===== config.mk =====
export PLATFORM = sky130hd
export DESIGN_NAME = extint_ctrl
export DESIGN_NICKNAME = d
export VERILOG_FILES = /design/src/rtl/extint_pkg.sv /design/src/rtl/extint_srcmap.sv /design/src/rtl/extint_regs.sv /design/src/rtl/extint_arb.sv /design/src/rtl/extint_ctrl.sv
export SDC_FILE = /design/constraint.sdc
export NUM_CORES = 1
export LEC_CHECK = 0
export ABC_CLOCK_PERIOD_IN_PS = 1170
export BUFFER_PORTS_ARGS = -buffer_cell sky130_fd_sc_hd__buf_2
export CORE_AREA = 2 2 95 97
export DETAILED_ROUTE_END_ITERATION = 10
export DIE_AREA = 0 0 97 99
export GPL_TIMING_DRIVEN = 0
export PLACE_DENSITY = 0.73
export SETUP_SLACK_MARGIN = 0.2
export SLEW_MARGIN = 20
export SYNTH_ARGS = -nofsm -noshare
export SYNTH_HDL_FRONTEND = slang
export SYNTH_SLANG_ARGS = --single-unit

===== constraint.sdc =====
create_clock -name clk -period 1.17 [get_ports clk]
set_input_delay 0.234 -clock clk [delete_from_list [all_inputs] [get_ports clk]]
set_output_delay 0.234 -clock clk [all_outputs]
set_load 0.02 [all_outputs]

===== src/rtl/extint_pkg.sv =====
package extint_pkg;
  localparam int REG_W       = 32;
  localparam int OFS_W       = 16;
  localparam int N_EXT       = 5;
  localparam int N_DMA       = 4;
  localparam int EXT_TOP_BIT = 4;
  localparam int DMA_LOW_BIT = 20;
  localparam int SRX_BIT     = 27;
  localparam int STX_BIT     = 26;
  localparam int CRIT_BIT    = 31;

  localparam logic [OFS_W-1:0] OFS_EXT  = 16'h0500;
  localparam logic [OFS_W-1:0] OFS_PIT  = 16'h1000;
  localparam logic [OFS_W-1:0] OFS_FIT  = 16'h1010;
  localparam logic [OFS_W-1:0] OFS_CRIT = 16'h0100;

  typedef enum logic [1:0] {CLS_NONE, CLS_EXT, CLS_PIT, CLS_FIT} req_cls_e;

  function automatic int ext_bit(input int k);
    return EXT_TOP_BIT - k;
  endfunction

  function automatic int dma_bit(input int n);
    return DMA_LOW_BIT + N_DMA - 1 - n;
  endfunction
endpackage


===== src/rtl/extint_srcmap.sv =====
module extint_srcmap
  import extint_pkg::*;
(
  input  logic             clk,
  input  logic             rst_n,
  input  logic [N_EXT-1:0] ext_line,
  input  logic             srx_evt,
  input  logic             stx_evt,
  input  logic [N_DMA-1:0] dma_done,
  input  logic             crit_in,
  output logic [REG_W-1:0] rise_mask,
  output logic [REG_W-1:0] fall_mask
);
  logic [N_EXT-1:0] ext_q;
  logic             crit_q;

  always_ff @(posedge clk) begin
    if (!rst_n) begin
      ext_q  <= '0;
      crit_q <= 1'b0;
    end else begin
      ext_q  <= ext_line;
      crit_q <= crit_in;
    end
  end

  always_comb begin
    rise_mask = '0;
    fall_mask = '0;
    for (int k = 0; k < N_EXT; k++) begin
      rise_mask[ext_bit(k)] = ext_line[k] & ~ext_q[k];
      fall_mask[ext_bit(k)] = ~ext_line[k] & ext_q[k];
    end
    for (int n = 0; n < N_DMA; n++) begin
      rise_mask[dma_bit(n)] = dma_done[n];
    end
    rise_mask[SRX_BIT]  = srx_evt;
    rise_mask[STX_BIT]  = stx_evt;
    rise_mask[CRIT_BIT] = crit_in & ~crit_q;
  end

  AST_NO_RISE_FALL_SAME_BIT: assert property (@(posedge clk) disable iff (!rst_n)
    (rise_mask & fall_mask) == '0);
endmodule


===== src/rtl/extint_regs.sv =====
module extint_regs
  import extint_pkg::*;
(
  input  logic             clk,
  input  logic             rst_n,
  input  logic [REG_W-1:0] rise_mask,
  input  logic [REG_W-1:0] fall_mask,
  input  logic             reg_we,
  input  logic             reg_sel,
  input  logic [REG_W-1:0] reg_wdata,
  output logic [REG_W-1:0] status,
  output logic [REG_W-1:0] enable,
  output logic [REG_W-1:0] latched
);
  logic [REG_W-1:0] status_nx;
  logic [REG_W-1:0] enable_nx;

  assign latched = rise_mask & enable;

  always_comb begin
    status_nx = status;
    enable_nx = enable;
    if (reg_we && !reg_sel) status_nx = status_nx & ~reg_wdata;
    status_nx = status_nx & ~fall_mask;
    status_nx = status_nx | latched;
    if (reg_we && reg_sel) begin
      enable_nx = reg_wdata;
      status_nx = status_nx & reg_wdata;
    end
  end

  always_ff @(posedge clk) begin
    if (!rst_n) begin
      status <= '0;
      enable <= '0;
    end else begin
      status <= status_nx;
      enable <= enable_nx;
    end
  end

  AST_STATUS_WITHIN_ENABLE: assert property (@(posedge clk) disable iff (!rst_n)
    (status & ~enable) == '0);
  AST_FALL_CLEARS: assert property (@(posedge clk) disable iff (!rst_n)
    |fall_mask |=> ((status & $past(fall_mask)) == '0));
  AST_LATCH_SETS: assert property (@(posedge clk) disable iff (!rst_n)
    (|latched && !(reg_we && reg_sel)) |=> ((status & $past(latched)) == $past(latched)));
endmodule


===== src/rtl/extint_arb.sv =====
module extint_arb
  import extint_pkg::*;
(
  input  logic             clk,
  input  logic             rst_n,
  input  logic             ext_set,
  input  logic             crit_set,
  input  logic             pit_req,
  input  logic             fit_req,
  input  logic             gie,
  input  logic             irq_ack,
  output logic             irq_req,
  output logic [OFS_W-1:0] irq_ofs,
  output logic             crit_req,
  output logic [OFS_W-1:0] crit_ofs
);
  logic     ext_p, pit_p, fit_p, crit_q;
  req_cls_e offer;
  logic     take;

  always_comb begin
    offer = CLS_NONE;
    if (gie) begin
      if (ext_p)      offer = CLS_EXT;
      else if (pit_p) offer = CLS_PIT;
      else if (fit_p) offer = CLS_FIT;
    end
  end

  assign irq_req = (offer != CLS_NONE);
  assign take    = irq_req & irq_ack;

  always_comb begin
    unique case (offer)
      CLS_EXT: irq_ofs = OFS_EXT;
      CLS_PIT: irq_ofs = OFS_PIT;
      CLS_FIT: irq_ofs = OFS_FIT;
      default: irq_ofs = '0;
    endcase
  end

  always_ff @(posedge clk) begin
    if (!rst_n) begin
      ext_p  <= 1'b0;
      pit_p  <= 1'b0;
      fit_p  <= 1'b0;
      crit_q <= 1'b0;
    end else begin
      ext_p  <= ext_set | (ext_p & ~(take && offer == CLS_EXT));
      pit_p  <= pit_req | (pit_p & ~(take && offer == CLS_PIT));
      fit_p  <= fit_req | (fit_p & ~(take && offer == CLS_FIT));
      crit_q <= crit_set;
    end
  end

  assign crit_req = crit_q;
  assign crit_ofs = crit_q ? OFS_CRIT : '0;

  AST_REQ_HELD: assert property (@(posedge clk) disable iff (!rst_n)
    (irq_req && !irq_ack && gie) |=> (irq_req || !gie));
  AST_OFS_STABLE: assert property (@(posedge clk) disable iff (!rst_n)
    (irq_req && !irq_ack && !ext_set && !pit_req && !fit_req) |=> (!irq_req || $stable(irq_ofs)));
  AST_CRIT_ONE_CYCLE: assert property (@(posedge clk) disable iff (!rst_n)
    crit_req |=> !crit_req);
endmodule


===== src/rtl/extint_ctrl.sv =====
module extint_ctrl
  import extint_pkg::*;
(
  input  logic             clk,
  input  logic             rst_n,
  input  logic [N_EXT-1:0] ext_line,
  input  logic             srx_evt,
  input  logic             stx_evt,
  input  logic [N_DMA-1:0] dma_done,
  input  logic             crit_in,
  input  logic             pit_req,
  input  logic             fit_req,
  input  logic             gie,
  input  logic             irq_ack,
  input  logic             reg_we,
  input  logic             reg_sel,
  input  logic [REG_W-1:0] reg_wdata,
  output logic [REG_W-1:0] reg_rdata,
  output logic             irq_req,
  output logic [OFS_W-1:0] irq_ofs,
  output logic             crit_req,
  output logic [OFS_W-1:0] crit_ofs
);
  localparam logic [REG_W-1:0] CRIT_MASK = REG_W'(1) << CRIT_BIT;

  logic [REG_W-1:0] rise_mask, fall_mask, status, enable, latched;

  extint_srcmap u_map (
    .clk(clk), .rst_n(rst_n), .ext_line(ext_line), .srx_evt(srx_evt),
    .stx_evt(stx_evt), .dma_done(dma_done), .crit_in(crit_in),
    .rise_mask(rise_mask), .fall_mask(fall_mask)
  );

  extint_regs u_regs (
    .clk(clk), .rst_n(rst_n), .rise_mask(rise_mask), .fall_mask(fall_mask),
    .reg_we(reg_we), .reg_sel(reg_sel), .reg_wdata(reg_wdata),
    .status(status), .enable(enable), .latched(latched)
  );

  extint_arb u_arb (
    .clk(clk), .rst_n(rst_n),
    .ext_set(|(latched & ~CRIT_MASK)), .crit_set(|(latched & CRIT_MASK)),
    .pit_req(pit_req), .fit_req(fit_req), .gie(gie), .irq_ack(irq_ack),
    .irq_req(irq_req), .irq_ofs(irq_ofs), .crit_req(crit_req), .crit_ofs(crit_ofs)
  );

  assign reg_rdata = reg_sel ? enable : status;

  AST_CRIT_MARKS_STATUS: assert property (@(posedge clk) disable iff (!rst_n)
    crit_req |-> status[CRIT_BIT]);
  AST_REQ_OFS_LEGAL: assert property (@(posedge clk) disable iff (!rst_n)
    irq_req |-> (irq_ofs == OFS_EXT || irq_ofs == OFS_PIT || irq_ofs == OFS_FIT));
endmodule


==> qor.csv <==
stage,metric,value,unit
clock_tree,cts_buffers,9,
floorplanning,coreArea,8550,um^2
timing,holdWs,0.105,ns
place,io_buffer_count,88,
timing,max_clock_freq,697,MHz
place,hpwlAfterDp,6730,um
clock_tree,cts.sinks,74,
drt,wl,9980,um
timing,final_max_slew_viol_count,0,
synthesis,ys_types,33,
global_route,grt_pass1_wl,16000,um
min_path,holdPathStages,3,
global_route,grt_antenna_before_repair,0,
synthesis,synth_warnings,0,
final_layout,final_nets,609,
setup_path,r2r_slack,-0.10,ns
setup_path,worst_ep_arrival_time,1.20,ns
clock_tree,clk_pin_slew_worst_paths,0.08,ns
outcome,violations,setup timing,
clock_tree,tritoncts,yes,
drt,wl_met2,5050,um
drt,route.vias.total,3288,
timing,rsz0062_at_grt,true,
drt,wl_per_cell,14.9,um
timing,setup_viol,38,
floorplanning,die_area,9600,um^2
final_layout,diodes,0,
power_and_ir_drop,p_leak,2.49,nW
power_and_ir_drop,powerDensity,1160,nW/um^2
job,max_cap_viol_count,0,
timing,period_minus_slack,1.44,ns
global_route,grt_max_degree,13,
drt,postRouteAntennaNets,0,
setup_path,path_max_fanout,5,
final_layout,design_area,5340,um^2
floorplanning,num_rows,34,
place,gp_congestion,0.772,
global_route,grt-ovfl-total,0,
power_and_ir_drop,ir_worst_vdd,563,uV
final_layout,multi_input_area,2060,um^2
drt,highest_layer,met4,
clock_tree,root_buffer,clkbuf_8,
synthesis,yosys.area.top_type_share,39.3,%
setup_path,r2r_cells,4,
timing,hold_viol,0,
drt,wl_met3,428,um
clock_tree,cts_max_path_buffers,2,
final_layout,drive_gt1_share,46.4,%
clock_tree,clock_latency,0.36,ns
synthesis,netlist_area,3770,um^2
clock_tree,cts.htree.levels,3,
synthesis,synth_cells,413,
drt,wl_met1,4220,um
setup_path,startpoint_type,flop,
final_layout,register_area,1530,um^2
synthesis,synth_area_leader_cell,dfxtp_1,
final_layout,fillers,682,
drt,drtPass1Iterations,4,
synthesis,ys_seq_area_share,39.3,%
setup_path,crit_type,flop to output port,
min_path,hold_class,input pin to flop,
place,pre_cts_ws,-0.211,ns
timing,fin_skew,0.0114,ns
drt,detail_route.drc_violations,0,
floorplanning,initial_utilization,44.1,%
final_layout,layout_commonest_cell,nand2_1,
setup_path,cp.required,0.94,ns
synthesis,ys_seq_elements,74,
global_route,grt_usage,21.1,%
timing,worst_slack,-0.265,ns
place,placed_area,4490,um^2
final_layout,area_growth,41.5,%
global_route,grt_pass1_vias,3228,
drt,routed_via_density,4.91,
floorplanning,die_h,99,um
final_layout,mostFrequentLayoutCells,"nand2_1, buf_6, buf_2, buf_4, dfxtp_1",
timing,min_period_over_period,123,%
synthesis,synth_area_per_cell,9.13,um^2
synthesis,synth.area.top_cells,"dfxtp_1, nand2_1, mux2_4",
floorplanning,ios,118,
outcome,outcome,finished with violations,
floorplanning,die_x,97,um
setup_path,worst_setup_path_end_kind,output port,
drt,drtIter0Drc,135,
## metal layers
layer / GRT usage [%] / up-vias
met3: 3.19 / 25
li1: - / 1613
met4: 10.7 / 0
met2: 38.0 / 114
met1: 24.2 / 1536
met5: 0 / -
## logic make-up (layout without fill, tap and decap cells)
group	after synthesis	count (layout)	share of synthesized area [%]
buf+inv	65	188	11.6
other cells	1	27	0.0994
xor+xnor	20	20	4.65
mux	38	38	13.3
simple gates	119	119	14.3
compound gates	96	96	16.7
flops	74	74	39.3
## state kept, by name (all words and copies together), names as in the netlist
| name | cells |
|---|---|
| u_regs.enable | 32 |
| u_regs.status | 32 |
| u_map.ext_q | 5 |
| u_arb.crit_req | 1 |
| u_arb.ext_p | 1 |
| u_arb.fit_p | 1 |
| u_arb.pit_p | 1 |
| u_map.crit_q | 1 |
## worst max-delay path, cell delays in order (launching register included)
cell and delay [ns]:
dfxtp_2 0.36, nor4bb_4 0.30, buf_4 0.19
## power breakdown
| group | internal (mW) | leakage, nW | switching, mW | total, mW |
|---|---|---|---|---|
| combinational | 0.574 | 1.75 | 0.582 | 1.16 |
| sequential | 2.61 | 0.620 | 0.0553 | 2.66 |
| clock | 1.41 | 0.114 | 0.958 | 2.37 |
| total | 4.59 | 2.49 | 1.59 | 6.19 |
## path summary, 6_finish.rpt
check,endpoint,startpoint
worst min-delay path,u_arb.fit_p,fit_req
worst max register to register,u_arb.ext_p,u_regs.enable[26]
worst min register to register,u_regs.status[9],u_regs.status[9]
worst max-delay path,irq_ofs[4],u_arb.pit_p
## synthesized netlist by cell type
master	instances
nand3b_1	6
dfxtp_1	74
o21ai_0	6
a22oi_1	3
o21ai_1	1
nor4bb_1	1
o221ai_1	5
nand4bb_1	1
buf_4	32
xor2_1	20
nor2_1	1
inv_1	10
and3b_1	2
a21oi_1	36
mux2_4	20
a21boi_1	30
nand2b_1	3
a21o_1	6
clkbuf_1	8
nand4_1	1
o41a_1	1
conb_1	1
a21boi_0	3
nor3b_1	1
buf_2	6
buf_6	9
nor2b_1	2
and2_1	8
nand2_4	1
mux2_2	18
nand2_1	92
a21oi_2	4
o31a_1	1
## through the flow
step	utilization (%)	setup TNS (ns)	total power, mW	cells
after floorplan	-	-0.281	3.37	439
after global placement	52.5	-9.89	3.64	635
after detailed placement	52.5	-10.67	3.66	635
after CTS	60.8	-5.81	6.14	667
after global routing	62.4	-6.55	6.40	670
final	62.4	-5.64	6.19	670
## final cells by class
class / instances / area share [%]
flip-flops and latches: 74 / 28.7
inverters: 10 / 0.703
clock buffers: 11 / 2.46
multi-input cells: 300 / 38.6
clock inverters: 5 / 1.92
repair buffers: 107 / 16.5
well taps: 108 / 2.53
plain buffers: 55 / 8.65
## what timing repair did
item / 4_1_cts / 5_1_grt
buffers inserted: 15 / 2
pin swaps: 4 / 8
setup endpoints to repair: 46 / 59
gates resized for setup: 113 / 39
gates cloned: 1 / 1
hold buffers: 0 / 0
No activity file was read; power rests on OpenSTA's default activity.
